==> src/rtl/sdma_pkg.sv <==
package sdma_pkg;

  // Status-word bit positions that the engine decodes or rewrites.
  localparam int unsigned DESC_OWN_BIT  = 31;
  localparam int unsigned DESC_LAST_BIT = 2;

  // Completion bit positions handed to the interrupt logic.
  localparam int unsigned RAW_XFER_DONE = 3;
  localparam int unsigned RAW_DMA_EVENT = 16;
  localparam int unsigned DMA_TX_DONE   = 0;
  localparam int unsigned DMA_RX_DONE   = 1;
  localparam int unsigned DMA_SUMMARY   = 8;

  typedef enum logic [3:0] {
    WK_IDLE,
    WK_STAT,
    WK_SIZE,
    WK_BUF,
    WK_NEXT,
    WK_SEG,
    WK_MRD,
    WK_LANE,
    WK_MWR,
    WK_WB,
    WK_FIN
  } wk_state_e;

endpackage

==> src/rtl/sdma_chunk_calc.sv <==
module sdma_chunk_calc #(
  parameter int WORD_W         = 32,
  parameter int MAX_DESC_BYTES = 8192
) (
  input  logic [WORD_W-1:0] size_raw,
  input  logic [WORD_W-1:0] remaining,
  output logic [WORD_W-1:0] chunk
);

  localparam logic [WORD_W-1:0] MAX_V = WORD_W'(MAX_DESC_BYTES);

  logic [WORD_W-1:0] eff_size;

  always_comb begin
    eff_size = ((size_raw == '0) || (size_raw > MAX_V)) ? MAX_V : size_raw;
    chunk    = (eff_size < remaining) ? eff_size : remaining;
  end

endmodule

==> src/rtl/sdma_byte_lane.sv <==
module sdma_byte_lane #(
  parameter int WORD_W = 32,
  parameter int BYTE_W = 8,
  localparam int LANES = WORD_W / BYTE_W,
  localparam int IDX_W = $clog2(LANES + 1)
) (
  input  logic              clk,
  input  logic              rst,
  input  logic              go,
  input  logic              dir_tx,
  input  logic [WORD_W-1:0] word_in,
  input  logic [IDX_W-1:0]  nbytes,
  output logic              tx_valid,
  output logic [BYTE_W-1:0] tx_data,
  input  logic              tx_ready,
  input  logic              rx_valid,
  input  logic [BYTE_W-1:0] rx_data,
  output logic              rx_ready,
  output logic [WORD_W-1:0] word_out,
  output logic              done
);

  logic              active;
  logic              dir_q;
  logic [IDX_W-1:0]  idx;
  logic [IDX_W-1:0]  cnt;
  logic [WORD_W-1:0] buf_q;
  logic              step;

  assign tx_valid = active & dir_q;
  assign rx_ready = active & ~dir_q;
  assign tx_data  = buf_q[int'(idx)*BYTE_W +: BYTE_W];
  assign word_out = buf_q;
  assign step     = dir_q ? tx_ready : rx_valid;

  always_ff @(posedge clk) begin
    if (rst) begin
      active <= 1'b0;
      dir_q  <= 1'b0;
      idx    <= '0;
      cnt    <= '0;
      buf_q  <= '0;
      done   <= 1'b0;
    end else begin
      done <= 1'b0;
      if (go) begin
        active <= 1'b1;
        dir_q  <= dir_tx;
        idx    <= '0;
        cnt    <= nbytes;
        buf_q  <= word_in;
      end else if (active && step) begin
        if (!dir_q) begin
          buf_q[int'(idx)*BYTE_W +: BYTE_W] <= rx_data;
        end
        idx <= idx + 1'b1;
        if (idx + 1'b1 == cnt) begin
          active <= 1'b0;
          done   <= 1'b1;
        end
      end
    end
  end

endmodule

==> src/rtl/sdma_walker.sv <==
module sdma_walker
  import sdma_pkg::*;
#(
  parameter int WORD_W         = 32,
  parameter int BYTE_W         = 8,
  parameter int MAX_DESC_BYTES = 8192,
  localparam int WORD_BYTES    = WORD_W / BYTE_W,
  localparam int ALIGN_W       = $clog2(WORD_BYTES),
  localparam int IDX_W         = $clog2(WORD_BYTES + 1)
) (
  input  logic                  clk,
  input  logic                  rst,
  input  logic                  start,
  input  logic                  dma_en,
  input  logic                  dir_tx,
  input  logic [WORD_W-1:0]     byte_count,
  input  logic [WORD_W-1:0]     block_size,
  input  logic [WORD_W-1:0]     desc_base,
  input  logic                  card_ready,
  output logic                  mem_req,
  output logic                  mem_we,
  output logic [WORD_W-1:0]     mem_addr,
  output logic [WORD_W-1:0]     mem_wdata,
  output logic [WORD_BYTES-1:0] mem_be,
  input  logic                  mem_ack,
  input  logic [WORD_W-1:0]     mem_rdata,
  output logic                  lane_go,
  output logic                  lane_dir,
  output logic [WORD_W-1:0]     lane_word,
  output logic [IDX_W-1:0]      lane_nbytes,
  input  logic                  lane_done,
  input  logic [WORD_W-1:0]     lane_result,
  output logic                  busy,
  output logic                  done,
  output logic [WORD_W-1:0]     raw_flags,
  output logic [WORD_W-1:0]     dma_flags,
  output logic [WORD_W-1:0]     bytes_left
);

  localparam logic [WORD_W-1:0] STEP    = WORD_W'(WORD_BYTES);
  localparam logic [WORD_W-1:0] OWN_CLR = ~(WORD_W'(1) << DESC_OWN_BIT);

  wk_state_e             state;
  logic                  dir_q;
  logic [WORD_W-1:0]     rem_q;
  logic [WORD_W-1:0]     daddr;
  logic [WORD_W-1:0]     st_word;
  logic [WORD_W-1:0]     size_raw;
  logic [WORD_W-1:0]     buf_base;
  logic [WORD_W-1:0]     nxt;
  logic [WORD_W-1:0]     chunk_q;
  logic [WORD_W-1:0]     offs;
  logic [IDX_W-1:0]      nb_q;
  logic [WORD_W-1:0]     chunk_c;
  logic [WORD_W-1:0]     seg_left;
  logic [IDX_W-1:0]      seg_nb;
  logic [WORD_W-1:0]     offs_nxt;
  logic                  seg_last;
  logic [WORD_W-1:0]     rem_after;
  logic [WORD_BYTES-1:0] be_mask;
  logic                  accept;

  sdma_chunk_calc #(
    .WORD_W        (WORD_W),
    .MAX_DESC_BYTES(MAX_DESC_BYTES)
  ) u_chunk (
    .size_raw (size_raw),
    .remaining(rem_q),
    .chunk    (chunk_c)
  );

  assign accept   = start && dma_en && (byte_count != '0) && (block_size != '0) &&
                    (dir_tx || card_ready);
  assign seg_left = chunk_q - offs;
  assign seg_nb   = (seg_left >= STEP) ? IDX_W'(WORD_BYTES) : IDX_W'(seg_left);
  assign offs_nxt = offs + WORD_W'(nb_q);
  assign seg_last = (offs_nxt == chunk_q);
  assign rem_after = (rem_q > chunk_q) ? (rem_q - chunk_q) : '0;

  always_comb begin
    for (int i = 0; i < WORD_BYTES; i++) begin
      be_mask[i] = (i < int'(nb_q));
    end
  end

  assign busy       = (state != WK_IDLE);
  assign bytes_left = rem_q;
  assign lane_dir   = dir_q;
  assign lane_nbytes = nb_q;

  always_comb begin
    mem_req   = 1'b0;
    mem_we    = 1'b0;
    mem_addr  = daddr;
    mem_wdata = '0;
    mem_be    = '1;
    case (state)
      WK_STAT: mem_req = 1'b1;
      WK_SIZE: begin mem_req = 1'b1; mem_addr = daddr + STEP;        end
      WK_BUF:  begin mem_req = 1'b1; mem_addr = daddr + (STEP << 1); end
      WK_NEXT: begin mem_req = 1'b1; mem_addr = daddr + STEP * 3;    end
      WK_MRD:  begin mem_req = 1'b1; mem_addr = buf_base + offs;     end
      WK_MWR: begin
        mem_req   = 1'b1;
        mem_we    = 1'b1;
        mem_addr  = buf_base + offs;
        mem_wdata = lane_result;
        mem_be    = be_mask;
      end
      WK_WB: begin
        mem_req   = 1'b1;
        mem_we    = 1'b1;
        mem_wdata = st_word & OWN_CLR;
      end
      default: ;
    endcase
  end

  always_ff @(posedge clk) begin
    if (rst) begin
      state     <= WK_IDLE;
      dir_q     <= 1'b0;
      rem_q     <= '0;
      daddr     <= '0;
      st_word   <= '0;
      size_raw  <= '0;
      buf_base  <= '0;
      nxt       <= '0;
      chunk_q   <= '0;
      offs      <= '0;
      nb_q      <= '0;
      lane_go   <= 1'b0;
      lane_word <= '0;
      done      <= 1'b0;
      raw_flags <= '0;
      dma_flags <= '0;
    end else begin
      lane_go <= 1'b0;
      done    <= 1'b0;
      case (state)
        WK_IDLE: if (accept) begin
          dir_q     <= dir_tx;
          rem_q     <= byte_count;
          daddr     <= desc_base;
          raw_flags <= '0;
          dma_flags <= '0;
          state     <= WK_STAT;
        end
        WK_STAT: if (mem_ack) begin
          st_word <= mem_rdata;
          state   <= WK_SIZE;
        end
        WK_SIZE: if (mem_ack) begin
          size_raw <= mem_rdata;
          state    <= WK_BUF;
        end
        WK_BUF: if (mem_ack) begin
          buf_base <= {mem_rdata[WORD_W-1:ALIGN_W], {ALIGN_W{1'b0}}};
          state    <= WK_NEXT;
        end
        WK_NEXT: if (mem_ack) begin
          nxt     <= mem_rdata;
          chunk_q <= chunk_c;
          offs    <= '0;
          state   <= WK_SEG;
        end
        WK_SEG: begin
          nb_q <= seg_nb;
          if (dir_q) begin
            state <= WK_MRD;
          end else begin
            lane_go   <= 1'b1;
            lane_word <= '0;
            state     <= WK_LANE;
          end
        end
        WK_MRD: if (mem_ack) begin
          lane_word <= mem_rdata;
          lane_go   <= 1'b1;
          state     <= WK_LANE;
        end
        WK_LANE: if (lane_done) begin
          if (dir_q) begin
            offs  <= offs_nxt;
            state <= seg_last ? WK_WB : WK_SEG;
          end else begin
            state <= WK_MWR;
          end
        end
        WK_MWR: if (mem_ack) begin
          offs  <= offs_nxt;
          state <= seg_last ? WK_WB : WK_SEG;
        end
        WK_WB: if (mem_ack) begin
          rem_q <= rem_after;
          if (st_word[DESC_LAST_BIT] || (rem_after == '0)) begin
            state <= WK_FIN;
          end else begin
            daddr <= nxt;
            state <= WK_STAT;
          end
        end
        WK_FIN: begin
          done                   <= 1'b1;
          raw_flags[RAW_XFER_DONE] <= 1'b1;
          raw_flags[RAW_DMA_EVENT] <= 1'b1;
          dma_flags[DMA_SUMMARY]   <= 1'b1;
          dma_flags[DMA_TX_DONE]   <= dir_q;
          dma_flags[DMA_RX_DONE]   <= ~dir_q;
          state                  <= WK_IDLE;
        end
        default: state <= WK_IDLE;
      endcase
    end
  end

endmodule

==> src/rtl/sdma_chain_engine.sv <==
module sdma_chain_engine #(
  parameter int WORD_W         = 32,
  parameter int BYTE_W         = 8,
  parameter int MAX_DESC_BYTES = 8192
) (
  input  logic                       clk,
  input  logic                       rst,
  input  logic                       start,
  input  logic                       dma_en,
  input  logic                       dir_tx,
  input  logic [WORD_W-1:0]          byte_count,
  input  logic [WORD_W-1:0]          block_size,
  input  logic [WORD_W-1:0]          desc_base,
  output logic                       mem_req,
  output logic                       mem_we,
  output logic [WORD_W-1:0]          mem_addr,
  output logic [WORD_W-1:0]          mem_wdata,
  output logic [WORD_W/BYTE_W-1:0]   mem_be,
  input  logic                       mem_ack,
  input  logic [WORD_W-1:0]          mem_rdata,
  output logic                       card_tx_valid,
  output logic [BYTE_W-1:0]          card_tx_data,
  input  logic                       card_tx_ready,
  input  logic                       card_rx_valid,
  input  logic [BYTE_W-1:0]          card_rx_data,
  output logic                       card_rx_ready,
  output logic                       busy,
  output logic                       done,
  output logic [WORD_W-1:0]          raw_flags,
  output logic [WORD_W-1:0]          dma_flags,
  output logic [WORD_W-1:0]          bytes_left
);

  localparam int WORD_BYTES = WORD_W / BYTE_W;
  localparam int IDX_W      = $clog2(WORD_BYTES + 1);

  logic              lane_go;
  logic              lane_dir;
  logic [WORD_W-1:0] lane_word;
  logic [IDX_W-1:0]  lane_nbytes;
  logic              lane_done;
  logic [WORD_W-1:0] lane_result;

  sdma_walker #(
    .WORD_W        (WORD_W),
    .BYTE_W        (BYTE_W),
    .MAX_DESC_BYTES(MAX_DESC_BYTES)
  ) u_walker (
    .clk        (clk),
    .rst        (rst),
    .start      (start),
    .dma_en     (dma_en),
    .dir_tx     (dir_tx),
    .byte_count (byte_count),
    .block_size (block_size),
    .desc_base  (desc_base),
    .card_ready (card_rx_valid),
    .mem_req    (mem_req),
    .mem_we     (mem_we),
    .mem_addr   (mem_addr),
    .mem_wdata  (mem_wdata),
    .mem_be     (mem_be),
    .mem_ack    (mem_ack),
    .mem_rdata  (mem_rdata),
    .lane_go    (lane_go),
    .lane_dir   (lane_dir),
    .lane_word  (lane_word),
    .lane_nbytes(lane_nbytes),
    .lane_done  (lane_done),
    .lane_result(lane_result),
    .busy       (busy),
    .done       (done),
    .raw_flags  (raw_flags),
    .dma_flags  (dma_flags),
    .bytes_left (bytes_left)
  );

  sdma_byte_lane #(
    .WORD_W(WORD_W),
    .BYTE_W(BYTE_W)
  ) u_lane (
    .clk     (clk),
    .rst     (rst),
    .go      (lane_go),
    .dir_tx  (lane_dir),
    .word_in (lane_word),
    .nbytes  (lane_nbytes),
    .tx_valid(card_tx_valid),
    .tx_data (card_tx_data),
    .tx_ready(card_tx_ready),
    .rx_valid(card_rx_valid),
    .rx_data (card_rx_data),
    .rx_ready(card_rx_ready),
    .word_out(lane_result),
    .done    (lane_done)
  );

endmodule

==> config.mk <==
export PLATFORM = sky130hd
export DESIGN_NAME = sdma_chain_engine
export DESIGN_NICKNAME = d
export VERILOG_FILES = /design/src/rtl/sdma_pkg.sv /design/src/rtl/sdma_chunk_calc.sv /design/src/rtl/sdma_byte_lane.sv /design/src/rtl/sdma_walker.sv /design/src/rtl/sdma_chain_engine.sv
export SDC_FILE = /design/constraint.sdc
export NUM_CORES = 1
export LEC_CHECK = 0
export BUFFER_PORTS_ARGS = -buffer_cell sky130_fd_sc_hd__buf_2
export CAP_MARGIN = 30
export CORE_ASPECT_RATIO = 2
export CORE_UTILIZATION = 45
export DETAILED_ROUTE_END_ITERATION = 6
export PLACE_DENSITY_LB_ADDON = 0.1
export SYNTH_ARGS = -nofsm -noshare
export SYNTH_HDL_FRONTEND = slang
export SYNTH_SLANG_ARGS = --single-unit
export TNS_END_PERCENT = 10
==> constraint.sdc <==
create_clock -name clk -period 10.15 [get_ports clk]
set_input_delay 1.015 -clock clk [delete_from_list [all_inputs] [get_ports clk]]
set_output_delay 1.015 -clock clk [all_outputs]
set_load 0.05 [all_outputs]
==> results.toml, run 1 <==
[routing]
drt-total-wl_um = 94600
first_pass_iters = 5
vias = 23900
detail-route-antenna-nets = 0
routed_via_density = 6.07
wl_per_cell_um = 24.0
post-route-drc-count = 0
drt_first_iter_violations = 1728

[critical_path]
max_stage_delay_ns = 0.61
crit_required_ns = 9.14
endpoint_kind = "primary output"
start_kind = "flip-flop"
path_class = "reg -> out"
critPathArrivalTime_ns = 4.90
crit_buf_inv = 1
cp_slowest_cell = "a2111oi_0"
critical_path.max_fanout = 8
path_cells = "ha_1 -> a21o_1 -> a21o_1 -> a2111oi_0 -> o311ai_0 -> o21ai_0 -> o221ai_1 -> nand4_1 -> o21ai_0 -> o41ai_1 -> xor2_1 -> o211ai_1 -> buf_2"
cp_top_family = "compound AO/OA/AOI/OAI gates"

[yosys]
ys_warn_count = 0
syn-mean-instance-area_um2 = 7.52
synth_edf_count = 0
synth_cells = 3086
yosys.area.top_type = "dfxtp_1"
ys_top_cells_by_area = "dfxtp_1 (29%), ha_1 (7.2%), nand2_1 (7.2%)"
synth_top_area_share_pct = 29.2
synth_area_um2 = 23200
ys_types = 92
ys_seq_elements = 339
yosysSeqAreaShare_pct = 29.2
async_flop_share_pct = 0
synth_top_flop_cell = "dfxtp_1"

[grt]
grt_use_total_pct = 35.6
gr-total-overflow = 0
grt_pass1_wl_um = 141000
grt_max_degree = 152
first_global_vias = 23300
antenna_found_initial = 6

[cts]
cts_root_buf = "clkbuf_16"
clock_latency_ns = 0.57
post-cts-setup-buffers = 0
hold_buffers = 0
clk_transition_reported_paths_ns = 0.06
cts_resized = 0
clock_path_buffers = 3
cts_tree = "yes"
cts_sinks = 339
cts_made_buffers = 36
cts_max_level = 2

[placed_design]
dp_hpwl_um = 73500
portBuffers = 262
pre_cts_ws_ns = 4.76
gp_congestion = 0.951

[finish]
final_util_pct = 51.3
fin_nets = 3543
drive_gt1_share_pct = 12.7
n_fill_cell = 5141
syn_to_final_growth_pct = 12.6

[run_status]
status = "finished clean"

[power]
p_sw_share_pct = 49.8
p_switching_uw = 3420
p_leak_uw = 0.0107
combPwrFrac_pct = 54.4
power_uw = 6870
p_int_uw = 3450
clkPwrFrac_pct = 20.3
power_frac_seq_pct = 25.3
irDropWorstVdd_v = 0.000180
power_density_nw_per_um2 = 263

[floorplan]
initial_utilization_pct = 45.5
die_x_um = 163
die_h_um = 323
design.portCount = 322
rows = 117
die-area_um2 = 52500
core_um2 = 50900

[sta]
tightest_slew_ns = 1.11
finalSetupViolCount = 0
slew_headroom_pct = 26.2
slew_viol_final = 0
skew_ns = 0.0284
grt_setup_unrepaired = "false"
fmax_mhz = 169
finalCritPeriodShare_pct = 58.2
setup_ws_ns = 4.24
fin_tns_setup_ns = 0
finalHoldViolCount = 0
period_minus_slack_ns = 5.91

[worst_hold_path]
hold_class = "reg -> reg"

[run]
maxCapViolations = 0
==> state kept, by name, indices dropped and copies added, names as in the netlist, 2 cells and up <==
signal and count:
u_walker.st_word 31, u_walker.size_raw 32, u_walker.offs 32, u_walker.dma_flags 2
u_walker.bytes_left 32, u_walker.buf_base 30, u_lane.idx 3, u_walker.nxt 32
u_walker.chunk_q 32, u_walker.state 4, u_walker.daddr 32, u_lane.cnt 3
u_lane.word_out 32, u_walker.lane_word 32, u_walker.lane_nbytes 3
==> area by class of cell <==
cell class,count,area [um^2],area share [%]
multi-input cells,2449,15100,57.9
flip-flops and latches,339,6790,26.0
repair buffers,300,1690,6.46
clock buffers,46,998,3.82
well taps,654,818,3.13
inverters,135,507,1.94
clock inverters,18,204,0.781
diodes,3,7.51,0.0287
==> metal layers <==
layer	wire length [um]	share of wire, %	up-vias	track usage (%)
met5	23	0.024	-	0
met3	4710	5.0	317	3.97
met1	32500	34	11300	35.4
met2	48000	51	963	65.1
li1	-	-	11400	-
met4	9310	9.8	4	30.6
==> power groups by stage <==
| stage | Sequential, uW | Clock (uW) | Combinational (uW) |
|---|---|---|---|
| floorplan | 1770 | 0 | 2520 |
| global placement | 1760 | 0 | 3640 |
| detailed placement | 1760 | 0 | 3660 |
| CTS | 1730 | 1420 | 3680 |
| global route | 1760 | 1450 | 3990 |
| finish | 1740 | 1390 | 3730 |
==> final timing paths <==
kind / from / to / slack [ns] / depth (start not counted)
setup reg to reg: u_walker.bytes_left[0] / u_walker.daddr[8] / 4.96 / 15
setup / recovery: u_walker.offs[3] / mem_addr[29] / 4.24 / 13
hold reg to reg: u_walker.st_word[13] / u_walker.st_word[13] / 0.45 / 2
hold / removal: u_walker.st_word[13] / u_walker.st_word[13] / 0.45 / 2
==> synth_stat cells (all sizes together) (36+ instances only) <==
| library cell | instances |
|---|---|
| a22oi | 39 |
| nor3 | 85 |
| mux2i | 55 |
| a22o | 41 |
| nor4 | 39 |
| xor2 | 42 |
| xnor2 | 80 |
| ha | 133 |
| a21o | 46 |
| a311oi | 36 |
| inv | 134 |
| nand4 | 47 |
| a211oi | 50 |
| nor2 | 281 |
| a21oi | 327 |
| nand2 | 443 |
| o21ai | 130 |
| buf | 74 |
| dfxtp | 339 |
| and2 | 38 |
| clkbuf | 165 |
| nand3 | 81 |
==> worst register-to-register path, cell delays in order, from the launching register on <==
cell	delay [ns]
dfxtp_1	0.39
inv_1	0.07
ha_1	0.22
fa_1	0.45
nand2b_1	0.19
a211oi_1	0.63
o2111a_1	0.47
or2_2	0.19
xnor2_1	0.17
nand4b_1	0.18
nor4bb_1	0.71
and4_1	0.46
nand2_1	0.13
a21o_1	0.30
buf_16	0.21
a311oi_1	0.31
==> layout by cell type, fill, tap and decap left out, types with 36 or more instances in the layout <==
cell type,n
nand2_1,441
conb_1,77
nand3_1,80
a22oi_1,39
mux2i_1,55
a21oi_1,326
xor2_1,42
buf_2,262
a211oi_1,50
inv_1,133
and2_1,36
nor2_1,277
a21o_1,46
nor3_1,83
o21ai_0,127
dfxtp_1,339
a22o_1,41
ha_1,133
xnor2_1,80
nand4_1,46
clkbuf_16,36
nor4_1,37
==> stage by stage <==
stage	instance area [um^2]	hold WS, ns	instances
after floorplan	23500	0.431	3162
after global placement	24800	0.438	3870
after detailed placement	24900	0.447	3877
after CTS	26100	0.456	3941
after global routing	26100	0.471	3944
final	26100	0.453	3944
==> cell families (layout without fill, tap and decap cells) <==
family | count (synthesis) | after routing | share of synthesized area [%]
fa+ha+maj | 138 | 138 | 7.60
xor+xnor | 122 | 122 | 4.60
flops | 339 | 339 | 29.2
mux | 68 | 68 | 3.39
buf+inv | 374 | 499 | 7.09
simple gates | 1164 | 1164 | 23.3
compound gates | 880 | 880 | 24.7
other cells | 1 | 80 | 0.0162
(Power assumes the default switching activity.)
==> run 2, diff against run 1 <==
--- a/config.mk
+++ b/config.mk
@@ -5,6 +5,7 @@
 export SDC_FILE = /design/constraint.sdc
 export NUM_CORES = 1
 export LEC_CHECK = 0
+export ABC_AREA = 1
 export BUFFER_PORTS_ARGS = -buffer_cell sky130_fd_sc_hd__buf_2
 export CAP_MARGIN = 30
 export CORE_ASPECT_RATIO = 2
==> constraint.sdc (replaced) <==
create_clock -name clk -period 6.2 [get_ports clk]
set_input_delay 0.62 -clock clk [delete_from_list [all_inputs] [get_ports clk]]
set_output_delay 0.62 -clock clk [all_outputs]
set_load 0.05 [all_outputs]
==> run 2 against run 1 <==
Against the previous run:
- clock power increased by 61%
- worst hold slack lost 0.11 ns
- clock-buffer cell count stayed put
- sequential power grew 42%
- sequential cell count unchanged
- design area rose by 8.7%
- area after synthesis rose by 9.7%
- largest power group unchanged
- critical endpoint is now mem_addr[23]
- non-clock buffer count decreased by 6
- die area rose by 9.6%
- synthesized cell count increased by 35%
- combinational power down 21%
==> results.toml, run 2 <==
[sta]
slew_headroom_pct = 6.39
finalCritPeriodShare_pct = 76.6
grt_setup_unrepaired = "false"
skew_ns = 0.0269
period_minus_slack_ns = 4.75
slew_viol_final = 0
fmax_mhz = 210
fin_tns_setup_ns = 0
finalSetupViolCount = 0
tightest_slew_ns = 1.40
finalHoldViolCount = 0

[critical_path]
critPathArrivalTime_ns = 4.13
endpoint_kind = "primary output"
critical_path.max_fanout = 6
start_kind = "flip-flop"
crit-reg2reg-launch = "u_walker.chunk_q[6]"
cp-startpoint = "u_walker.state[3]"
crit_required_ns = 5.58
path_class = "reg -> out"

[routing]
drt-total-wl_um = 107000
first_pass_iters = 6
highest-signal-layer = "met4"
vias = 28600
dr_wl_met3_um = 6540
post-route-drc-count = 0
wl_met2_um = 51800
wl_per_cell_um = 20.9
drt_first_iter_violations = 2300
detail-route-antenna-nets = 0
wl_met1_um = 39500
routed_via_density = 5.60

[yosys]
synth_cells = 4154
ys_seq_elements = 339
synth_top_area_share_pct = 26.7
ys_warn_count = 0
syn-mean-instance-area_um2 = 6.13
synth_top_flop_cell = "dfxtp_1"
ys_top_cells_by_area = "dfxtp_1 (27%), nand2_1 (16%), a21oi_1 (8.9%)"
ys_types = 60
yosysMostFrequentCell = "nand2_1"
synth_common_cells = "nand2_1 (1056), inv_1 (527), a21oi_1 (453)"
yosysSeqAreaShare_pct = 26.7
synth_edf_count = 0
yosys.area.top_type = "dfxtp_1"
synth_area_um2 = 25500
async_flop_share_pct = 0

[grt]
antenna_found_initial = 5
grt_use_total_pct = 36.5
grt_pass1_wl_um = 158000
gr-total-overflow = 0
first_global_vias = 26800
grt_max_degree = 99

[finish]
n_fill_cell = 6188
antennaDiodeCount = 0
final_util_pct = 50.7
final_common_cell = "nand2_1"
drive_gt1_share_pct = 9.38
syn_to_final_growth_pct = 11.6
design_area_um2 = 28400
fin_nets = 4618
final_cell_mix = "nand2_1 (1055), inv_1 (525), a21oi_1 (452)"

[worst_hold_path]
hold_class = "in -> reg"
worstHoldStart = "byte_count[23]"

[cts]
clock_path_buffers = 3
cts_resized = 0
cts_made_buffers = 34
clk_transition_reported_paths_ns = 0.07
post-cts-setup-buffers = 0
cts_sinks = 339
cts_root_buf = "clkbuf_16"
hold_buffers = 0
clock_latency_ns = 0.56
cts_max_level = 2
cts_tree = "yes"

[placed_design]
dpl_cell_area_um2 = 27200
dp_hpwl_um = 82400
portBuffers = 262
gp_congestion = 1.03

[floorplan]
die-area_um2 = 57600
initial_utilization_pct = 45.4
design.portCount = 322
die_x_um = 170
rows = 123
core_um2 = 56000
die_h_um = 338

[power]
irDropWorstVdd_v = 0.000240
power_density_nw_per_um2 = 269
p_leak_uw = 0.0129

[run_status]
status = "finished clean"

[run]
maxCapViolations = 0
-- run 2: cell types whose count changed after synthesis, sizes merged, moves of 33 or more --
cell    before   now
a21oi      327   456
nor3        85    52
nand3       81   326
a211oi      50    12
nand2      443  1068
a311oi      36     0
inv        134   532
mux2i       55     0
a21o        46     8
a22oi       39     6
xnor2       80    14
nor2       281   409
o21ai      130   271
and2        38     3
-- run 2: path summary, 6_finish.rpt --
path / endpoint / slack (ns) / depth (start not counted)
setup / recovery: mem_addr[23] / 1.45 / 15
hold / removal: u_walker.bytes_left[23] / 0.34 / 3
setup reg to reg: u_walker.daddr[28] / 2.15 / 22
hold reg to reg: u_walker.nxt[29] / 0.45 / 2
-- run 2: logic make-up after synthesis --
group,count (synthesis),share of synthesized area [%]
xor+xnor,73,2.73
buf+inv,757,12.3
fa+ha+maj,138,6.93
simple gates,1972,32.6
flops,339,26.7
compound gates,874,18.7
other cells,1,0.0147
-- run 2: metal layers --
layer,vias up,track usage (%)
met5,-,0
li1,13800,-
met1,13100,40.5
met3,361,4.27
met4,0,26.7
met2,1266,63.3
-- run 2: through the flow --
stage	instances	total power (uW)	setup slack (ns)	hold slack [ns]
after floorplan	4230	4550	2.04	0.425
after global placement	5044	5360	1.94	0.434
after detailed placement	5050	5390	2.18	0.440
after CTS	5110	7620	1.58	0.330
after global routing	5110	8020	1.29	0.349
final	5110	7650	1.45	0.344
-- run 2: layout make-up --
| type | instances | area (um^2) | share of cell area (%) |
|---|---|---|---|
| multi-input combinational | 3134 | 15900 | 55.8 |
| sequential | 339 | 6790 | 23.9 |
| inverter | 533 | 2000 | 7.05 |
| timing repair buffer | 294 | 1640 | 5.79 |
| clock buffer | 46 | 967 | 3.41 |
| tap | 750 | 938 | 3.31 |
| clock inverter | 14 | 205 | 0.723 |
-- run 2: worst max-delay path, stage by stage (launching register included) --
cell and delay [ns]:
dfxtp_1 0.39, nor2_1 0.09, inv_1 0.13, nor2_1 0.06
buf_4 0.18, ha_1 0.28, a21oi_1 0.08, nor2_1 0.10
inv_1 0.09, nor2_1 0.27, inv_1 0.16, nor2_1 0.31
nand3_1 0.11, a221oi_1 0.95, nand2_1 0.10, buf_2 0.25
-- run 2: power breakdown --
group          internal (uW)  switching (uW)
Sequential              2310             164
Combinational            811            2120
Clock                   1270             970
Total                   4390            3250
